[src/rtl/wkf_pkg.sv]
package wkf_pkg;
  // Filter condition seen by the receive-pin stage.
  typedef enum logic [1:0] {
    WK_ACTIVE = 2'd0,  // normal mode or supply bad: no standby decision held
    WK_ARMED  = 2'd1,  // standby, counting a dominant run
    WK_WAKE   = 2'd2,  // standby, wake-up request asserted
    WK_LOCKED = 2'd3   // standby entered on a dominant bus, waiting for recessive
  } wk_state_e;
endpackage

[src/rtl/wkf_sync.sv]
module wkf_sync #(
  parameter int STAGES = 2
) (
  input  logic clk,
  input  logic rst_n,
  input  logic d_in,
  output logic q_out
);
  logic [STAGES-1:0] chain;

  generate
    for (genvar i = 0; i < STAGES; i++) begin : g_stage
      if (i == 0) begin : g_first
        always_ff @(posedge clk or negedge rst_n) begin
          if (!rst_n) chain[0] <= 1'b0;
          else        chain[0] <= d_in;
        end
      end else begin : g_next
        always_ff @(posedge clk or negedge rst_n) begin
          if (!rst_n) chain[i] <= 1'b0;
          else        chain[i] <= chain[i-1];
        end
      end
    end
  endgenerate

  assign q_out = chain[STAGES-1];
endmodule

[src/rtl/wkf_run_cnt.sv]
module wkf_run_cnt #(
  parameter int LIMIT = 100
) (
  input  logic clk,
  input  logic rst_n,
  input  logic clr,    // hold at zero (counter not in use)
  input  logic cond,   // sample belongs to the run being measured
  output logic hit     // this sample completes LIMIT consecutive samples
);
  localparam int W = $clog2(LIMIT + 1);
  localparam logic [W-1:0] LAST = W'(LIMIT - 1);
  localparam logic [W-1:0] TOP  = W'(LIMIT);

  logic [W-1:0] cnt;

  always_ff @(posedge clk or negedge rst_n) begin
    if (!rst_n)              cnt <= '0;
    else if (clr || !cond)   cnt <= '0;
    else if (cnt != TOP)     cnt <= cnt + 1'b1;
  end

  assign hit = cond && !clr && (cnt == LAST);
endmodule

[src/rtl/wkf_ctrl.sv]
module wkf_ctrl
  import wkf_pkg::*;
(
  input  logic clk,
  input  logic rst_n,
  input  logic stby_sel,
  input  logic vio_good,
  input  logic bus_s,
  input  logic dom_hit,
  input  logic rec_hit,
  output logic dom_clr,
  output logic rec_clr,
  output logic wake_f,
  output logic lock_f
);
  wk_state_e state, state_nx;

  always_comb begin
    state_nx = state;
    if (!vio_good || !stby_sel) begin
      state_nx = WK_ACTIVE;
    end else begin
      unique case (state)
        WK_ACTIVE: state_nx = bus_s ? WK_LOCKED : WK_ARMED;
        WK_ARMED:  if (dom_hit) state_nx = WK_WAKE;
        WK_WAKE:   if (!bus_s)  state_nx = WK_ARMED;
        WK_LOCKED: if (rec_hit) state_nx = WK_ARMED;
        default:   state_nx = WK_ACTIVE;
      endcase
    end
  end

  always_ff @(posedge clk or negedge rst_n) begin
    if (!rst_n) state <= WK_ACTIVE;
    else        state <= state_nx;
  end

  assign dom_clr = (state != WK_ARMED);
  assign rec_clr = (state != WK_LOCKED);
  assign wake_f  = (state == WK_WAKE);
  assign lock_f  = (state == WK_LOCKED);
endmodule

[src/rtl/wkf_rx_stage.sv]
module wkf_rx_stage (
  input  logic vio_good,
  input  logic stby_sel,
  input  logic bus_s,
  input  logic wake_f,
  output logic rx_out,
  output logic rx_oe
);
  always_comb begin
    if (!vio_good)     rx_out = 1'b1;
    else if (stby_sel) rx_out = !wake_f;
    else               rx_out = !bus_s;
  end

  assign rx_oe = vio_good;
endmodule

[src/rtl/stby_wake_filter.sv]
module stby_wake_filter #(
  parameter int FILT_CYC = 100,
  parameter int CLR_CYC  = 150
) (
  input  logic clk,
  input  logic rst_n,
  input  logic bus_dom_raw,
  input  logic stby_sel,
  input  logic vio_good,
  output logic rx_out,
  output logic rx_oe
);
  localparam int SYNC_STAGES = 2;

  logic bus_s;
  logic dom_hit, rec_hit, dom_clr, rec_clr;
  logic wake_f, lock_f;

  wkf_sync #(.STAGES(SYNC_STAGES)) sync_i (
    .clk(clk), .rst_n(rst_n), .d_in(bus_dom_raw), .q_out(bus_s)
  );

  wkf_run_cnt #(.LIMIT(FILT_CYC)) dom_cnt_i (
    .clk(clk), .rst_n(rst_n), .clr(dom_clr), .cond(bus_s), .hit(dom_hit)
  );

  wkf_run_cnt #(.LIMIT(CLR_CYC)) rec_cnt_i (
    .clk(clk), .rst_n(rst_n), .clr(rec_clr), .cond(!bus_s), .hit(rec_hit)
  );

  wkf_ctrl ctrl_i (
    .clk(clk), .rst_n(rst_n), .stby_sel(stby_sel), .vio_good(vio_good),
    .bus_s(bus_s), .dom_hit(dom_hit), .rec_hit(rec_hit),
    .dom_clr(dom_clr), .rec_clr(rec_clr), .wake_f(wake_f), .lock_f(lock_f)
  );

  wkf_rx_stage rx_i (
    .vio_good(vio_good), .stby_sel(stby_sel), .bus_s(bus_s),
    .wake_f(wake_f), .rx_out(rx_out), .rx_oe(rx_oe)
  );
endmodule

[config.mk]
export PLATFORM = sky130hd
export DESIGN_NAME = stby_wake_filter
export DESIGN_NICKNAME = d
export VERILOG_FILES = /design/src/rtl/wkf_pkg.sv /design/src/rtl/wkf_sync.sv /design/src/rtl/wkf_run_cnt.sv /design/src/rtl/wkf_ctrl.sv /design/src/rtl/wkf_rx_stage.sv /design/src/rtl/stby_wake_filter.sv
export SDC_FILE = /design/constraint.sdc
export NUM_CORES = 1
export LEC_CHECK = 0
export BUFFER_PORTS_ARGS = -buffer_cell sky130_fd_sc_hd__buf_2
export CORE_MARGIN = 5
export CORE_UTILIZATION = 60
export CTS_CLUSTER_SIZE = 16
export DETAILED_ROUTE_END_ITERATION = 8
export PLACE_DENSITY = 0.79
export SYNTH_ARGS = -nofsm -noshare
export SYNTH_HDL_FRONTEND = slang
export SYNTH_SLANG_ARGS = --single-unit
[constraint.sdc]
create_clock -name clk -period 2.2 [get_ports clk]
set_input_delay 0.22 -clock clk [delete_from_list [all_inputs] [get_ports clk]]
set_output_delay 0.22 -clock clk [all_outputs]
set_load 0.005 [all_outputs]
==> run metrics, run 1 <==
run status=finished, final reports clean; Overall Global Routing Usage=15.6%; average vias per placed instance=6.05; TritonCTS Sinks=19; detailed-placement wirelength estimate=1320 microns; number of setup violations in the final report=0; relative slew slack=71.9%; count of unique library cells instantiated by Yosys=30; count of yosys warnings during synthesis=0; share of the yosys chip area belonging to registers=46.8%; total wire length after detailed routing=1800 microns; gate count after technology mapping=100; Req. time, crit path=1.98 ns; area fraction of the dominant cell type after synthesis=46.8%; Initial DRC Count=15; arrival time at the worst endpoint=1.30 ns; min setup slack post-route=0.683 ns; CTS tree=done; weighted congestion reported at the end of routability-driven placement=0.850; Core Box Area=1560 sq um; total standard cell area after synthesis=1020 sq um; routed vias=762; post-synthesis sequential element count=19; CTS buffer count=3; destination of the worst register-to-register timing path=rec_cnt_i.cnt[1]$_DFFE_PN0P_; final-layout setup total negative slack=0 ns; critical setup path kind=flop to output pin; top library cells by usage in the layout, fill and taps aside=dfrtp_1 (19), nand2_1 (10), a21oi_1 (9); worst setup skew after layout=0.00725 ns; Hold Path Cell Cnt=1; clock-pin transition on the worst setup and hold timing paths=0.11 ns; achievable frequency=659 MHz; Cell Count, Final, Fillers Out=126; actual transition at the worst max-transition pin=0.421 ns; maximum fanout count along the critical path=6; Routed Antenna Nets=0; via count of the first global-routing pass=710; Net count, final=121; startpoint type of the worst setup path=flop; setup fix buffers added after clock tree synthesis=0; IO Port Bufs=6; dominant cell type by area after synthesis=dfrtp_1; post-synth net total=110; maxcap violations=0; max-slew violation total from the final report=0; wire length of the first global-routing pass=3080 microns; leakage power=0.478 nW; cell types occupying the most area after synthesis=dfrtp_1 (47%), ha_1 (6.2%), a21oi_1 (4.4%); initial antenna violation count=0; leading cell type in the layout, fill and taps excluded=dfrtp_1; proportion of layout cells with a drive suffix above 1=14.5%; Std-Cell Rows=14; final hold violation count=0; worst-case register-to-register setup slack=0.79 ns; Crit Reg-Reg Startpoint=rec_cnt_i.cnt[0]$_DFFE_PN0P_; time the final worst path needs with I/O delays and setup=1.52 ns; Area growth, synth to finish=7.76%; antenna cell count=0; residual DRC count=0; post-layout power=0.000564 W; Bufs on Longest Clock Path=2; Placement Setup Slack=0.822 ns; die height=51.2 microns; worst min-delay path endpoint=sync_i.chain[0]$_DFF_PN0_; class of the tightest hold or removal check=input port to flop; Tcrit/Tclk final=69.0%; worst skew pair latency=0.29 ns; root cell of the clock tree=clkbuf_4; pin count of the biggest net entering global routing=20; H-tree lvl count=1; effective utilization at floorplan=65.2%; launch point of the worst hold path=bus_dom_raw; WL per Instance=14.3 microns; depth of the worst register-to-register path=5; critical path capture point type=output pin; die footprint=2620 sq um; RSZ-0062 raised after global routing=no; worst slack on hold paths=0.0238 ns; power per cell area=515 nW/um^2; IR drop worst, VDD=0.416 mV; per-instance average area after synthesis=10.2 sq um; sum of overflow across all layers after global routing=0; die width=51.2 microns; number of detailed-routing iterations run before antenna repair=4; placed cell count=121; top-level port count=7
final cells by class:
type	count	area [sq um]
Fill cell	117	464
Multi-Input combinational cell	75	514
Inverter	5	18.8
Sequential cell	19	475
Tap cell	16	20.0
Timing Repair Buffer	7	40.0
Clock buffer	4	26.3
flip-flops by register name, indices dropped and copies added (netlist names):
name	count
ctrl_i.state	2
sync_i.q_out	1
sync_i.chain	1
rec_cnt_i.cnt	8
dom_cnt_i.cnt	7
through the flow:
stage / util (%) / area [sq um]
2_1_floorplan: - / 1020
3_3_place_gp: 67.9 / 1060
3_5_place_dp: 67.9 / 1060
4_1_cts: 70.2 / 1090
5_1_grt: 70.2 / 1090
6_report: 70.2 / 1090
report_power, final:
part | switching [W] | total (W) | internal (W) | leakage [nW]
clock network | 0.000105 | 0.000176 | 0.0000704 | 0.0150
logic | 0.0000158 | 0.0000287 | 0.0000129 | 0.204
registers | 0.00000535 | 0.000359 | 0.000354 | 0.259
logic make-up after synthesis:
family	Yosys count	share of synthesized area [%]
xor gates and xnor gates	3	2.59
muxes	4	4.06
buffers and inverters	6	2.59
and+or+nand+nor	41	24.6
DFF	19	46.8
adders and majority gates	5	6.16
AOI/OAI and AO/OA	22	13.2
synth_stat cells:
| cell | instances |
|---|---|
| o21ai_0 | 7 |
| nand4_2 | 1 |
| a21oi_1 | 9 |
| o31ai_2 | 1 |
| or3_1 | 5 |
| nor2b_1 | 2 |
| inv_1 | 5 |
| nand3_1 | 8 |
| a41o_2 | 1 |
| xnor2_1 | 1 |
| and3_1 | 1 |
| nand2_2 | 1 |
| nor4b_2 | 1 |
| nand2_1 | 10 |
| mux2_2 | 1 |
| and4bb_1 | 1 |
| buf_4 | 1 |
| nand4b_1 | 1 |
| xor2_1 | 2 |
| dfrtp_1 | 19 |
| and2_1 | 2 |
| nand3b_1 | 2 |
| a31oi_1 | 2 |
| and3_2 | 1 |
| mux2i_1 | 3 |
| nor2_1 | 2 |
| ha_1 | 5 |
| nor3b_1 | 1 |
| a211o_1 | 2 |
| and3b_1 | 2 |
per-layer routing:
metal | GRT usage, % | share of wire, % | up-vias
met1 | 21.2 | 48 | 361
met2 | 25.8 | 47 | 19
met3 | 3.49 | 4.7 | 4
met4 | 2.69 | 0.56 | 0
met5 | 0 | 0 | -
li1 | - | - | 378
worst max-delay path: stages (launching register included):
cell and delay, ns:
dfrtp_1 0.43, nor2b_1 0.16, mux2_2 0.26, nand2_1 0.06
buf_2 0.10
worst max-delay path by stage:
stage,end,cells after the start,startpoint
6_report,rx_out,4,ctrl_i.state[1]$_DFFE_PN0P_
5_1_grt,rx_out,4,ctrl_i.state[1]$_DFFE_PN0P_
2_1_floorplan,rec_cnt_i.cnt[1]$_DFFE_PN0P_,5,rec_cnt_i.cnt[0]$_DFFE_PN0P_
4_1_cts,rx_out,4,ctrl_i.state[1]$_DFFE_PN0P_
3_3_place_gp,rec_cnt_i.cnt[1]$_DFFE_PN0P_,5,rec_cnt_i.cnt[0]$_DFFE_PN0P_
3_5_place_dp,rec_cnt_i.cnt[1]$_DFFE_PN0P_,5,rec_cnt_i.cnt[0]$_DFFE_PN0P_
what timing repair did:
| action | 4_1_cts | 5_1_grt |
|---|---|---|
| hold endpoints to repair | 19 | 0 |
| resized for setup | 0 | 0 |
| hold buffers | 1 | 0 |
| endpoints found under the setup margin | 0 | 0 |
Power figures use the tool's default switching activity.
==> run 2, diff against run 1 <==
- ABC_AREA: default -> 1
- CORE_UTILIZATION: 60 -> 58
- PLACE_DENSITY: 0.79 -> 0.77
- clock period: 2.2 -> 1.6 ns (I/O delays scaled with it)
==> run 2 against run 1 <==
  * Clock skew down 0.0028 ns
  * Die area up 9.4%
  * Area after synthesis rose by 8.0%
  * Setup slack worse by 0.52 ns
  * Cell area up 8.9%
  * Core utilization shrank 2.6 points
  * Wire length increased by 12%
  * Sequential share of layout area fell by 3.6 points
  * First-iteration DRC count increased by 13%
  * Register-to-register slack worse by 0.52 ns
  * Critical endpoint unchanged
==> run metrics, run 2 <==
Area growth, synth to finish=8.67%; WL per Instance=11.7 microns (-18%); layer carrying the most global-route usage=met2; destination of the worst register-to-register timing path=dom_cnt_i.cnt[0]$_DFFE_PN0P_; count of unique library cells instantiated by Yosys=26 (-13%); min setup slack post-route=0.159 ns (-0.523 ns); proportion of layout cells with a drive suffix above 1=20.4% (+5.9 points); worst min-delay path endpoint=ctrl_i.state[0]$_DFFE_PN0P_; detailed-placement wirelength estimate=1490 microns (+12%); multi-input logic area=533 sq um (+3.6%); antenna cell count=0 (unchanged); RSZ-0062 raised after global routing=no; weighted congestion reported at the end of routability-driven placement=0.802 (-5.6%); root cell of the clock tree=clkbuf_4; depth of the worst register-to-register path=6 (+1); maxcap violations=0 (unchanged); dominant cell type by area after synthesis=dfrtp_1; time the final worst path needs with I/O delays and setup=1.44 ns; post-synth net total=147 (+34%); achievable frequency=694 MHz; top flip-flop cell by instance count after synthesis=dfrtp_1; Bufs on Longest Clock Path=2 (unchanged); wire length of the first global-routing pass=3550 microns (+15%); area fraction of the dominant cell type after synthesis=43.3% (-3.5 points); Initial DRC Count=17 (+2); count of yosys warnings during synthesis=0 (unchanged); routed vias=889 (+17%); IR drop worst, VDD=0.608 mV (+46%); Overall Global Routing Usage=17.4% (+1.8 points); total wire length after detailed routing=2010 microns (+12%); critical setup path kind=flop to output pin; worst skew pair latency=0.31 ns (+0.02 ns); arrival time at the worst endpoint=1.28 ns (-0.02 ns); via count of the first global-routing pass=847 (+19%); CTS tree=done; IO Port Bufs=6 (unchanged); clock-pin transition on the worst setup and hold timing paths=0.10 ns (about the same); final-layout setup total negative slack=0 ns (unchanged); Routed Antenna Nets=0 (unchanged); average vias per placed instance=5.17 (-15%); total standard cell area after synthesis=1100 sq um (+8.0%); residual DRC count=0 (unchanged); sequential cell area in the final layout=475 sq um (unchanged); share of async-settable or async-resettable flops after synthesis=100% (unchanged); class of the tightest hold or removal check=input port to flop; die height=53.5 microns (+4.6%); registers with the highest flip-flop counts=rec_cnt_i.cnt (8), dom_cnt_i.cnt (7), ctrl_i.state (2); number of flip-flops in the largest register=8 (unchanged); power per cell area=678 nW/um^2 (+32%); worst setup skew after layout=0.00448 ns (-0.00278 ns); cell types occupying the most area after synthesis=dfrtp_1 (43%), nand2_1 (7.5%), nand3_1 (6.4%); Tcrit/Tclk final=90.0%; Net count, final=158 (+31%); number of setup violations in the final report=0 (unchanged); Core Box Area=1760 sq um (+13%); top-level port count=7 (unchanged); fraction of met2 tracks used by global routing=29.0% (+3.2 points); run status=finished, final reports clean; leakage power=0.498 nW (+4.1%); gate count after technology mapping=137 (+37%); largest register by flop count=rec_cnt_i.cnt; global routing met3 resource utilization=5.07% (+1.6 points); number of detailed-routing iterations run before antenna repair=4 (unchanged); Std-Cell Rows=15 (+1); number of filler instances in the final layout=160 (+37%); maximum fanout count along the critical path=6 (unchanged); TritonCTS Sinks=19 (unchanged); launch point of the worst hold path=stby_sel; Req. time, crit path=1.44 ns (-0.54 ns); count of cells resized by post-cts repair=0 (unchanged); post-synthesis sequential element count=19 (unchanged); die width=53.5 microns (+4.6%); per-instance average area after synthesis=8.01 sq um (-21%); effective utilization at floorplan=62.2% (-3.0 points); top-count cell post-synth=nand2_1; max-slew violation total from the final report=0 (unchanged); met1 usage in global routing=20.0% (-1.2 points); worst-case register-to-register setup slack=0.27 ns (-0.52 ns); critical path capture point type=output pin; initial antenna violation count=0 (unchanged); relative slew slack=71.8% (-0.16 points); top library cells by usage in the layout, fill and taps aside=nand2_1 (22), dfrtp_1 (19), nor2_1 (17); pin count of the biggest net entering global routing=20 (unchanged); number of synthesized flops with an enable pin=0 (unchanged); H-tree lvl count=1 (unchanged); share of the yosys chip area belonging to registers=43.3% (-3.5 points); Placement Setup Slack=0.301 ns (-0.521 ns); sum of overflow across all layers after global routing=0 (unchanged); die footprint=2860 sq um (+9.4%); startpoint type of the worst setup path=flop; Hold Path Cell Cnt=5 (+4); final hold violation count=0 (unchanged); leading cell type in the layout, fill and taps excluded=nand2_1; CTS buffer count=3 (unchanged); actual transition at the worst max-transition pin=0.424 ns (+0.00241 ns); ranking of synthesized cells by instance count=nand2_1 (22), dfrtp_1 (19), nor2_1 (17); Crit Reg-Reg Startpoint=dom_cnt_i.cnt[0]$_DFFE_PN0P_
## run 2: critical path, cell delays in order (launching register included)
cell and delay (ns):
dfrtp_1 0.49, inv_1 0.11, o21ai_0 0.15, o211ai_1 0.10
buf_2 0.13
## run 2: per-stage QoR
stage,cell area [sq um],util (%),instances,power [W],hold slack (ns)
2_1_floorplan,1100,-,137,0.000541,-0.136
3_3_place_gp,1150,65.0,166,0.000563,0.124
3_5_place_dp,1150,65.0,166,0.000564,0.124
4_1_cts,1190,67.6,172,0.000820,0.220
5_1_grt,1190,67.6,172,0.000846,0.270
6_report,1190,67.6,172,0.000809,0.228
## run 2: report_power, final
part / switching, W / internal [W] / total, W / leakage (nW)
sequential: 0.0000117 / 0.000487 / 0.000499 / 0.259
clock: 0.000154 / 0.0000974 / 0.000251 / 0.0150
combinational: 0.0000373 / 0.0000215 / 0.0000588 / 0.224
## run 2: layout make-up
| cell class | instances | area share [%] |
|---|---|---|
| clock buffer | 4 | 2.20 |
| inverter | 20 | 6.40 |
| multi-input combinational | 96 | 44.7 |
| sequential | 19 | 39.9 |
| tap | 25 | 2.62 |
| timing repair buffer | 8 | 4.20 |
## run 2: what timing repair did
item	4_1_cts	5_1_grt
hold endpoints to repair	20	0
buffers inserted	0	0
endpoints found under the setup margin	0	0
hold buffers	2	0
## run 2: logic make-up (layout without fill, tap and decap cells)
logic type                 after synthesis  count (layout)  synth area share [%]
xor gates and xnor gates                 3               3                  2.39
AOI/OAI and AO/OA                       17              17                  9.12
buffers and inverters                   22              32                  8.10
adders and majority gates                5               5                  5.70
DFF                                     19              19                  43.3
and+or+nand+nor                         71              71                  31.4
## run 2: worst max-delay path by stage
stage | startpoint | end | slack (ns) | cells after the start
after floorplan | rec_cnt_i.cnt[0]$_DFFE_PN0P_ | rec_cnt_i.cnt[0]$_DFFE_PN0P_ | 0.43 | 7
after global placement | rec_cnt_i.cnt[0]$_DFFE_PN0P_ | rec_cnt_i.cnt[0]$_DFFE_PN0P_ | 0.32 | 7
after detailed placement | dom_cnt_i.cnt[0]$_DFFE_PN0P_ | dom_cnt_i.cnt[0]$_DFFE_PN0P_ | 0.30 | 7
after CTS | ctrl_i.state[1]$_DFFE_PN0P_ | rx_out | 0.14 | 4
after global routing | ctrl_i.state[1]$_DFFE_PN0P_ | rx_out | 0.06 | 4
final | ctrl_i.state[1]$_DFFE_PN0P_ | rx_out | 0.16 | 4
## run 2: layer usage
layer | vias up | part of all wire (%)
li1 | 468 | -
met3 | 5 | 3.8
met4 | 0 | 2.3
met5 | - | 0
met2 | 11 | 46
met1 | 405 | 47
==> run 3, diff against run 2 <==
- RECOVER_POWER: default -> 50
==> run 3 against run 2 <==
  * Flip-flop and latch count unchanged
  * Critical path depth is the same
  * Cell area fell by 0.21%
  * Combinational power decreased by 1%
==> run metrics, run 3 (synthesis results as in run 2) <==
Req. time, crit path=1.44 ns (about the same); pin count of the biggest net entering global routing=20 (unchanged); RSZ-0062 raised after global routing=no; wire length of the first global-routing pass=3550 microns (unchanged); run status=finished, final reports clean; Core Box Area=1760 sq um (unchanged); slowest CP cell=dfrtp_1; top library cells by usage in the layout, fill and taps aside=nand2_1 (22), dfrtp_1 (19), nor2_1 (17); weighted congestion reported at the end of routability-driven placement=0.802 (unchanged); leading cell type in the layout, fill and taps excluded=nand2_1; die footprint=2860 sq um (unchanged); IO Port Bufs=6 (unchanged); die height=53.5 microns (unchanged); actual transition at the worst max-transition pin=1.02 ns (+0.600 ns); maxcap violations=0 (unchanged); worst slack on hold paths=0.228 ns (-0.000110 ns); IR drop worst, VDD=0.608 mV (+0.11%); relative slew slack=31.7% (-40 points); die width=53.5 microns (unchanged); clock-pin transition on the worst setup and hold timing paths=0.10 ns (about the same); WL per Instance=11.7 microns (+0.20%); TritonCTS Sinks=19 (unchanged); Layout Utilization=67.4% (-0.14 points); total wire length after detailed routing=2020 microns (+0.20%); met2 wire len=932 microns (unchanged); achievable frequency=694 MHz (about the same); detailed-placement wirelength estimate=1490 microns (unchanged); proportion of layout cells with a drive suffix above 1=19.0% (-1.4 points); sum of buffers and inverters on the critical path=2 (unchanged); arrival time at the worst endpoint=1.28 ns (about the same); CTS buffer count=3 (unchanged); effective utilization at floorplan=62.2% (unchanged); via count of the first global-routing pass=847 (unchanged); time the final worst path needs with I/O delays and setup=1.44 ns (-0.000160 ns); Bufs on Longest Clock Path=2 (unchanged); CTS tree=done; depth of the worst register-to-register path=6 (unchanged); Hold Path Cell Cnt=5 (unchanged); total met3 wirelength after detailed routing=71 microns (-6.6%); number of detailed-routing iterations run before antenna repair=4 (unchanged); leakage power=0.492 nW (-1.1%); Overall Global Routing Usage=17.4% (unchanged); average vias per placed instance=5.17 (unchanged); top-level port count=7 (unchanged); critical setup path kind=flop to output pin; final-layout setup total negative slack=0 ns (unchanged); maximum cell stage delay along the critical path=0.49 ns (about the same); final hold violation count=0 (unchanged); Initial DRC Count=17 (unchanged); Net count, final=158 (unchanged); residual DRC count=0 (unchanged); initial antenna violation count=0 (unchanged); routed length on met1=963 microns (+0.84%); routed vias=889 (unchanged); number of setup violations in the final report=0 (unchanged); chain of cells forming the critical path=inv_1, o21ai_0, o211ai_1, buf_2; registers with the highest flip-flop counts=rec_cnt_i.cnt (8), dom_cnt_i.cnt (7), ctrl_i.state (2); antenna cell count=0 (unchanged); H-tree lvl count=1 (unchanged); maximum fanout count along the critical path=6 (unchanged); max-slew violation total from the final report=0 (unchanged); Std-Cell Rows=15 (unchanged); Tcrit/Tclk final=90.0% (about the same); root cell of the clock tree=clkbuf_4; power per cell area=680 nW/um^2 (+0.18%); sum of overflow across all layers after global routing=0 (unchanged); largest register by flop count=rec_cnt_i.cnt; DR top layer=met4; Routed Antenna Nets=0 (unchanged); critical path capture point type=output pin; worst skew pair latency=0.31 ns (about the same); Area growth, synth to finish=8.44%; class of the tightest hold or removal check=input port to flop; critical path's top delay family=flip-flops; number of flip-flops in the largest register=8 (unchanged); worst setup skew after layout=0.00459 ns (+0.000115 ns); count of cell instances traversed by the critical path=4 (unchanged); startpoint type of the worst setup path=flop
run 3: cell count changes in the layout (fill, tap and decap cells not counted), sizes merged:
cell,previous run,this run
buf,6,4
clkbuf,4,6
run 3: timing repair:
action,in CTS,in global routing
setup buffers,0,0
endpoints found under the hold margin,20,0
hold buffers,2,0
gates resized for setup,0,0
run 3: metrics by stage:
step | power, W | setup WS, ns | instance area [sq um] | cells
2_1_floorplan | 0.000541 | 0.433 | 1100 | 137
3_3_place_gp | 0.000563 | 0.322 | 1150 | 166
3_5_place_dp | 0.000564 | 0.301 | 1150 | 166
4_1_cts | 0.000820 | 0.139 | 1190 | 172
5_1_grt | 0.000845 | 0.0565 | 1190 | 172
6_report | 0.000809 | 0.159 | 1190 | 172
run 3: worst register-to-register path, cell delays in order (launching register included):
cell     delay, ns
dfrtp_1       0.42
inv_1         0.13
ha_1          0.16
nand3_1       0.07
nor2_1        0.23
nand2_1       0.12
o21ai_1       0.14
run 3: final cells by class:
type | instances | area (sq um)
multi-input combinational | 96 | 533
sequential | 19 | 475
fill | 162 | 574
clock buffer | 4 | 26.3
inverter | 20 | 76.3
tap | 25 | 31.3
timing repair buffer | 8 | 47.5
run 3: layer usage:
metal	GRT usage, %	vias up
li1	-	468
met2	29.0	11
met5	0	-
met1	20.0	405
met4	8.94	0
met3	5.07	5
run 3: final timing paths:
path                                              start                            to  slack [ns]
max                         ctrl_i.state[1]$_DFFE_PN0P_                        rx_out        0.16
min                                            stby_sel   ctrl_i.state[0]$_DFFE_PN0P_        0.23
max reg2reg                dom_cnt_i.cnt[0]$_DFFE_PN0P_  dom_cnt_i.cnt[0]$_DFFE_PN0P_        0.27
min reg2reg                   sync_i.chain[0]$_DFF_PN0_        sync_i.q_out$_DFF_PN0_        0.38
max in group asynchronous                         rst_n   ctrl_i.state[0]$_DFFE_PN0P_        0.45
min in group asynchronous                         rst_n  rec_cnt_i.cnt[6]$_DFFE_PN0P_        0.53
run 3: power breakdown:
part / switching, W / total (W) / internal (W)
clock: 0.000154 / 0.000251 / 0.0000974
sequential: 0.0000117 / 0.000499 / 0.000487
combinational: 0.0000374 / 0.0000582 / 0.0000208
total: 0.000203 / 0.000809 / 0.000606
